==> src/rtl/irq_rcv_pkg.sv <==
`timescale 1ns/1ps
package irq_rcv_pkg;
    localparam int NUM_MST     = 2;
    localparam int QPM         = 2;
    localparam int STAT_W      = 32;
    localparam int FAULTS_PM   = 8;
    localparam int MST_STRIDE  = 12;
    localparam int BIT_RST_DONE = 24;
    localparam int BIT_HACK0   = 25;
    localparam int BIT_NACK0   = 27;

    localparam logic [STAT_W-1:0] CMD_RST_ALL = 32'h0F73_F3F7;
    localparam logic [STAT_W-1:0] CMD_RST_M0  = 32'h0000_03F1;
    localparam logic [STAT_W-1:0] CMD_RST_M1  = 32'h0003_F001;

    typedef enum logic [2:0] {
        A_STATUS  = 3'd0,
        A_MASK    = 3'd1,
        A_CLEAR   = 3'd2,
        A_RELEASE = 3'd3,
        A_HALT    = 3'd4,
        A_RESET   = 3'd5
    } reg_addr_e;

    typedef enum logic [1:0] {H_RUN, H_DRAIN, H_HALTED} halt_st_e;
    typedef enum logic [1:0] {S_IDLE, S_APPLY, S_DONE} rst_st_e;
    typedef enum logic {I_QUIET, I_RAISED} irq_st_e;

    // Bit offset, inside one master's field, of its i-th generic fault input
    function automatic int fault_offset(input int i);
        case (i)
            0: return 1;
            1: return 2;
            2: return 5;
            3: return 6;
            4: return 7;
            5: return 9;
            6: return 10;
            default: return 11;
        endcase
    endfunction
endpackage

==> src/rtl/irq_event_pack.sv <==
`timescale 1ns/1ps
module irq_event_pack
    import irq_rcv_pkg::*;
(
    input  logic [NUM_MST-1:0]           rd_done,
    input  logic [NUM_MST*QPM-1:0]       q_report,
    input  logic [NUM_MST*QPM-1:0]       nack,
    input  logic [NUM_MST*FAULTS_PM-1:0] fault,
    input  logic                         rst_done,
    input  logic [NUM_MST-1:0]           halt_ack,
    output logic [STAT_W-1:0]            set_vec
);
    always_comb begin
        set_vec = '0;
        for (int m = 0; m < NUM_MST; m++) begin
            set_vec[m*MST_STRIDE] = rd_done[m];
            for (int q = 0; q < QPM; q++) begin
                set_vec[m*MST_STRIDE + 4 + 4*q] = q_report[m*QPM + q];
                set_vec[BIT_NACK0 + m*QPM + q]  = nack[m*QPM + q];
            end
            for (int f = 0; f < FAULTS_PM; f++) begin
                set_vec[m*MST_STRIDE + fault_offset(f)] = fault[m*FAULTS_PM + f];
            end
            set_vec[BIT_HACK0 + m] = halt_ack[m];
        end
        set_vec[BIT_RST_DONE] = rst_done;
    end
endmodule

==> src/rtl/irq_status_unit.sv <==
`timescale 1ns/1ps
module irq_status_unit
    import irq_rcv_pkg::*;
(
    input  logic              clk,
    input  logic              rst_n,
    input  logic [STAT_W-1:0] set_vec,
    input  logic              clr_we,
    input  logic              mask_we,
    input  logic              release_we,
    input  logic [STAT_W-1:0] wdata,
    output logic [STAT_W-1:0] status_q,
    output logic [STAT_W-1:0] mask_q,
    output logic              irq
);
    irq_st_e           st_q, st_d;
    logic [STAT_W-1:0] status_d, mask_d, clr_bits;
    logic              pending_d;

    always_comb begin
        clr_bits  = clr_we ? wdata : '0;
        status_d  = (status_q & ~clr_bits) | set_vec;
        mask_d    = mask_we ? wdata : mask_q;
        pending_d = |(status_d & mask_d);
    end

    always_ff @(posedge clk or negedge rst_n) begin
        if (!rst_n) begin
            status_q <= '0;
            mask_q   <= '0;
            st_q     <= I_QUIET;
        end else begin
            status_q <= status_d;
            mask_q   <= mask_d;
            st_q     <= st_d;
        end
    end

    always_comb begin
        st_d = st_q;
        unique case (st_q)
            I_QUIET:  if (pending_d) st_d = I_RAISED;
            I_RAISED: if (release_we && !pending_d) st_d = I_QUIET;
            default:  st_d = I_QUIET;
        endcase
    end

    assign irq = (st_q == I_RAISED);
endmodule

==> src/rtl/master_halt_fsm.sv <==
`timescale 1ns/1ps
module master_halt_fsm
    import irq_rcv_pkg::*;
#(
    parameter int HALT_DLY = 4
) (
    input  logic clk,
    input  logic rst_n,
    input  logic halt_req,
    input  logic soft_rst,
    output logic stop_o,
    output logic ack_o
);
    localparam int CNT_W = (HALT_DLY < 2) ? 1 : $clog2(HALT_DLY);
    localparam logic [CNT_W-1:0] CNT_LAST = CNT_W'(HALT_DLY - 1);

    halt_st_e         st_q, st_d;
    logic [CNT_W-1:0] cnt_q, cnt_d;

    always_ff @(posedge clk or negedge rst_n) begin
        if (!rst_n) begin
            st_q  <= H_RUN;
            cnt_q <= '0;
        end else begin
            st_q  <= st_d;
            cnt_q <= cnt_d;
        end
    end

    always_comb begin
        st_d  = st_q;
        cnt_d = cnt_q;
        ack_o = 1'b0;
        if (soft_rst) begin
            st_d  = H_RUN;
            cnt_d = '0;
        end else begin
            unique case (st_q)
                H_RUN: if (halt_req) begin
                    st_d  = H_DRAIN;
                    cnt_d = '0;
                end
                H_DRAIN: if (cnt_q == CNT_LAST) begin
                    st_d  = H_HALTED;
                    ack_o = 1'b1;
                end else begin
                    cnt_d = cnt_q + 1'b1;
                end
                H_HALTED: st_d = H_HALTED;
                default:  st_d = H_RUN;
            endcase
        end
    end

    assign stop_o = (st_q != H_RUN);
endmodule

==> src/rtl/soft_reset_seq.sv <==
`timescale 1ns/1ps
module soft_reset_seq
    import irq_rcv_pkg::*;
#(
    parameter int RST_LEN = 2
) (
    input  logic               clk,
    input  logic               rst_n,
    input  logic               cmd_we,
    input  logic [STAT_W-1:0]  cmd_word,
    output logic [NUM_MST-1:0] master_rst,
    output logic               done
);
    localparam int CNT_W = (RST_LEN < 2) ? 1 : $clog2(RST_LEN);
    localparam logic [CNT_W-1:0] CNT_LAST = CNT_W'(RST_LEN - 1);

    rst_st_e            st_q, st_d;
    logic [CNT_W-1:0]   cnt_q, cnt_d;
    logic [NUM_MST-1:0] tgt_q, tgt_d, decoded;

    always_comb begin
        if (cmd_word == CMD_RST_ALL)     decoded = 2'b11;
        else if (cmd_word == CMD_RST_M0) decoded = 2'b01;
        else if (cmd_word == CMD_RST_M1) decoded = 2'b10;
        else                             decoded = 2'b00;
    end

    always_ff @(posedge clk or negedge rst_n) begin
        if (!rst_n) begin
            st_q  <= S_IDLE;
            cnt_q <= '0;
            tgt_q <= '0;
        end else begin
            st_q  <= st_d;
            cnt_q <= cnt_d;
            tgt_q <= tgt_d;
        end
    end

    always_comb begin
        st_d  = st_q;
        cnt_d = cnt_q;
        tgt_d = tgt_q;
        unique case (st_q)
            S_IDLE: if (cmd_we && decoded != '0) begin
                st_d  = S_APPLY;
                cnt_d = '0;
                tgt_d = decoded;
            end
            S_APPLY: if (cnt_q == CNT_LAST) st_d = S_DONE;
                     else cnt_d = cnt_q + 1'b1;
            S_DONE: begin
                st_d  = S_IDLE;
                tgt_d = '0;
            end
            default: st_d = S_IDLE;
        endcase
    end

    always_comb begin
        master_rst = (st_q == S_APPLY) ? tgt_q : '0;
        done       = (st_q == S_DONE);
    end
endmodule

==> src/rtl/irq_recovery_ctl.sv <==
`timescale 1ns/1ps
module irq_recovery_ctl
    import irq_rcv_pkg::*;
#(
    parameter int ADDR_W   = 3,
    parameter int HALT_DLY = 4,
    parameter int RST_LEN  = 2
) (
    input  logic                         clk,
    input  logic                         rst_n,
    input  logic                         reg_wr,
    input  logic                         reg_rd,
    input  logic [ADDR_W-1:0]            reg_addr,
    input  logic [STAT_W-1:0]            reg_wdata,
    output logic [STAT_W-1:0]            reg_rdata,
    output logic                         reg_rvalid,
    input  logic [NUM_MST-1:0]           ev_rd_done,
    input  logic [NUM_MST*QPM-1:0]       ev_q_report,
    input  logic [NUM_MST*QPM-1:0]       ev_nack,
    input  logic [NUM_MST*FAULTS_PM-1:0] ev_fault,
    output logic [NUM_MST-1:0]           queue_stop,
    output logic [NUM_MST-1:0]           master_rst,
    output logic                         irq
);
    logic [STAT_W-1:0]  status_q, mask_q, set_vec, rd_mux;
    logic [NUM_MST-1:0] halt_ack;
    logic               rst_done;
    logic               we_mask, we_clear, we_release, we_halt, we_reset;

    always_comb begin
        we_mask    = reg_wr && (reg_addr == ADDR_W'(A_MASK));
        we_clear   = reg_wr && (reg_addr == ADDR_W'(A_CLEAR));
        we_release = reg_wr && (reg_addr == ADDR_W'(A_RELEASE)) && reg_wdata[0];
        we_halt    = reg_wr && (reg_addr == ADDR_W'(A_HALT));
        we_reset   = reg_wr && (reg_addr == ADDR_W'(A_RESET));
    end

    irq_event_pack u_pack (
        .rd_done  (ev_rd_done),
        .q_report (ev_q_report),
        .nack     (ev_nack),
        .fault    (ev_fault),
        .rst_done (rst_done),
        .halt_ack (halt_ack),
        .set_vec  (set_vec)
    );

    irq_status_unit u_stat (
        .clk        (clk),
        .rst_n      (rst_n),
        .set_vec    (set_vec),
        .clr_we     (we_clear),
        .mask_we    (we_mask),
        .release_we (we_release),
        .wdata      (reg_wdata),
        .status_q   (status_q),
        .mask_q     (mask_q),
        .irq        (irq)
    );

    soft_reset_seq #(.RST_LEN(RST_LEN)) u_rst (
        .clk        (clk),
        .rst_n      (rst_n),
        .cmd_we     (we_reset),
        .cmd_word   (reg_wdata),
        .master_rst (master_rst),
        .done       (rst_done)
    );

    for (genvar m = 0; m < NUM_MST; m++) begin : g_halt
        master_halt_fsm #(.HALT_DLY(HALT_DLY)) u_hfsm (
            .clk      (clk),
            .rst_n    (rst_n),
            .halt_req (we_halt && reg_wdata[m]),
            .soft_rst (master_rst[m]),
            .stop_o   (queue_stop[m]),
            .ack_o    (halt_ack[m])
        );
    end

    always_comb begin
        rd_mux = '0;
        if (reg_addr == ADDR_W'(A_STATUS))    rd_mux = status_q;
        else if (reg_addr == ADDR_W'(A_MASK)) rd_mux = mask_q;
        else if (reg_addr == ADDR_W'(A_HALT)) rd_mux = STAT_W'(queue_stop);
    end

    always_ff @(posedge clk or negedge rst_n) begin
        if (!rst_n) begin
            reg_rdata  <= '0;
            reg_rvalid <= 1'b0;
        end else begin
            reg_rvalid <= reg_rd;
            if (reg_rd) reg_rdata <= rd_mux;
        end
    end
endmodule

==> config.mk <==
export PLATFORM = sky130hd
export DESIGN_NAME = irq_recovery_ctl
export DESIGN_NICKNAME = d
export VERILOG_FILES = /design/src/rtl/irq_rcv_pkg.sv /design/src/rtl/irq_event_pack.sv /design/src/rtl/irq_status_unit.sv /design/src/rtl/master_halt_fsm.sv /design/src/rtl/soft_reset_seq.sv /design/src/rtl/irq_recovery_ctl.sv
export SDC_FILE = /design/constraint.sdc
export NUM_CORES = 1
export LEC_CHECK = 0
export ABC_AREA = 1
export ABC_CLOCK_PERIOD_IN_PS = 3200
export BUFFER_PORTS_ARGS = -buffer_cell sky130_fd_sc_hd__buf_4
export CAP_MARGIN = 20
export CORE_MARGIN = 4
export CORE_UTILIZATION = 49
export CTS_CLUSTER_DIAMETER = 50
export DETAILED_ROUTE_END_ITERATION = 10
export GPL_ROUTABILITY_DRIVEN = 0
export HOLD_SLACK_MARGIN = 0.06
export PLACE_DENSITY = 0.72
export SETUP_SLACK_MARGIN = 0.02
export SLEW_MARGIN = 25
export SYNTH_ARGS = -nofsm -noshare
export SYNTH_HDL_FRONTEND = slang
export SYNTH_SLANG_ARGS = --single-unit
==> constraint.sdc <==
create_clock -name clk -period 3.2 [get_ports clk]
set_input_delay 0.64 -clock clk [delete_from_list [all_inputs] [get_ports clk]]
set_output_delay 0.64 -clock clk [all_outputs]
set_load 0.02 [all_outputs]
==> reports/results.tsv <==
metric	value	unit
status	completed	
cts-root-buf	clkbuf_8	
finalHoldViolCount	0	
fin_util	0.599	
cts.sinks	111	
yosys-top-cells-area	dfrtp_1 51%, nand2_1 19%, nand3_1 5.6%	
cts.htree.levels	3	
endpoint	master_rst[1]	
port_buffers	102	
r2r_cells	8	
crit_path_start_kind	register	
finalSetupViolCount	0	
timing.final.crit_period	2.12	ns
synth-async-reset-ratio	1.00	
dieWidth	113	um
track_usage	0.229	
die_area	0.0129	mm2
die_height	113	um
drv_slew	0	
synth.top_cell.area_share	0.510	
synth_largest_area_cell	dfrtp_1	
ant_nets	0	
synth.distinct_cells	27	
crit_start	u_rst.st_q[1]	
reg2reg_slack	1.57	ns
drtPass1Iterations	5	
place_area	0.00630	mm2
synthFlopType	dfrtp_1	
cts_tree	done	
powerDensity	526	mW/mm2
grt_pass1_wl	23800	um
nets	879	
p_leak	3.36	nW
clk_pin_slew	0.11	ns
relSlewSlack	0.447	
wire_per_inst	14.9	um
synth-edff-count	0	
cts_resized	0	
rsz0062_at_grt	no	
cap_violations	0	
reg2reg_to	g_halt[0].u_hfsm.cnt_q[0]	
viasPerCell	5.31	
synth_common_cells	269 x nand2_1, 111 x dfrtp_1, 81 x nor2_1	
multi_input_area	0.00223	mm2
endpoint_kind	output pin	
antennaDiodeCount	0	
layout-area-overhead-vs-synth	19.4	%
fmax	471	MHz
irDropWorstVdd	342	uV
fillers	1029	
cts_buffer_depth	2	
cp.arrival	1.48	ns
drcViolationCount	0	
start_util	0.502	
ios	103	
yosysMostFrequentCell	nand2_1	
min_period_over_period	0.664	
ys_warn_count	0	
vias	5058	
design_area	0.00650	mm2
core-area	0.0108	mm2
setup_tns	0	ns
num_rows	38	
crit_chain	nor2_1, nand2_1, inv_1, buf_4	
dp_hpwl	10200	um
drt_wl_total	14200	um
cts_buffers	9	
synthesis.area	0.00544	mm2
antenna_found_initial	0	
cts.hold.buffers_added	0	
hold_ws	0.340	ns
syn_nets	790	
postCtsSetupRepairBufs	0	
seq_area_frac_synth	0.510	
finalPower	3.42	mW
tightestPinTransition	0.829	ns
critPathMaxStageDelay	0.42	ns
overflow	0	
avgSynthCellArea	7.58	um2
skew	0.0137	ns
seq_area	0.00278	mm2
reg2reg_from	u_rst.st_q[1]	
hold_path.class	primary input to async pin	
grt_max_degree	64	
clkLatencyLatePin	0.38	ns
crit_fanout	7	
synthCells	718	
crit_required	2.56	ns
path_class	register to output pin	
critPathSlowestCell	dfrtp_1	
drive_gt1_frac	0.164	
grt_pass1_vias	5014	
drt-initial-drc-count	309	
synth-seq-cells	111	
==> placed cells by master (no fill, tap or decap) <==
cell type	synthesis	routed
nor2_4	1	2
nor2_1	81	81
clkinv_4	0	3
inv_2	4	4
a31oi_1	30	30
a221oi_1	2	2
inv_8	0	1
buf_4	9	107
dfrtp_1	111	111
a21oi_1	3	3
nand2_1	269	269
clkbuf_8	0	12
nand3_1	61	61
o21ai_1	13	13
or2_1	1	1
and2_0	1	1
inv_1	68	68
nand4_1	17	17
o31ai_1	3	3
o21ai_0	10	10
and2_1	1	1
buf_12	0	2
nand2_2	1	1
nor3_1	1	1
ha_1	7	7
or2_2	1	1
==> flip-flops by register name, summed over array words and instances (netlist names), 2 cells and up <==
name                 count
reg_rdata               32
u_stat.mask_q           32
u_stat.status_q         32
g_halt.u_hfsm.cnt_q      4
g_halt.u_hfsm.st_q       4
u_rst.st_q               2
u_rst.tgt_q              2
==> power breakdown <==
part | switching, mW | total, mW | internal (mW)
Sequential | 0.0991 | 1.68 | 1.58
Clock | 0.492 | 0.850 | 0.358
Combinational | 0.545 | 0.886 | 0.341
==> metal layers <==
metal | share of wire | global-route usage | routed length [um]
met1 | 0.45 | 0.315 | 6360
met2 | 0.48 | 0.375 | 6880
met3 | 0.053 | 0.0313 | 750
met4 | 0.015 | 0.0777 | 219
met5 | 0 | 0 | 0
==> worst max-delay path: cells and delay by family, from the launching register on <==
kind	cells	cell delay [ns]
simple gates	2	0.43
buf+inv	2	0.28
flops	1	0.42
==> layout make-up <==
cell class,count,area share
clock inverter,4,0.00578
tap,140,0.0270
timing repair buffer,109,0.130
sequential,111,0.427
clock buffer,12,0.0254
multi-input combinational,504,0.343
inverter,72,0.0416
==> metrics by stage <==
step           std cells  worst slack (ns)
6_report             952              1.08
5_1_grt              952             0.950
4_1_cts              952              1.06
3_5_place_dp         936             0.758
3_3_place_gp         936             0.842
2_1_floorplan        718              1.38
==> how the worst min path moves through the flow <==
stage	end	slack [ns]	cells past startpoint
2_1_floorplan	g_halt[0].u_hfsm.cnt_q[0]	0.34	0
3_3_place_gp	g_halt[0].u_hfsm.cnt_q[1]	0.46	2
3_5_place_dp	g_halt[0].u_hfsm.cnt_q[1]	0.47	2
4_1_cts	reg_rdata[12]	0.38	1
5_1_grt	reg_rdata[12]	0.41	1
6_report	reg_rdata[12]	0.34	1
==> cell families (layout without fill, tap and decap cells) <==
group,count (synthesis),count (layout),share of synthesized area
AOI/OAI and AO/OA,61,61,0.0657
and+or+nand+nor,436,436,0.327
DFF,111,111,0.510
adders and majority gates,7,7,0.0161
buffers and inverters,103,197,0.0809
(Power assumes the default switching activity.)
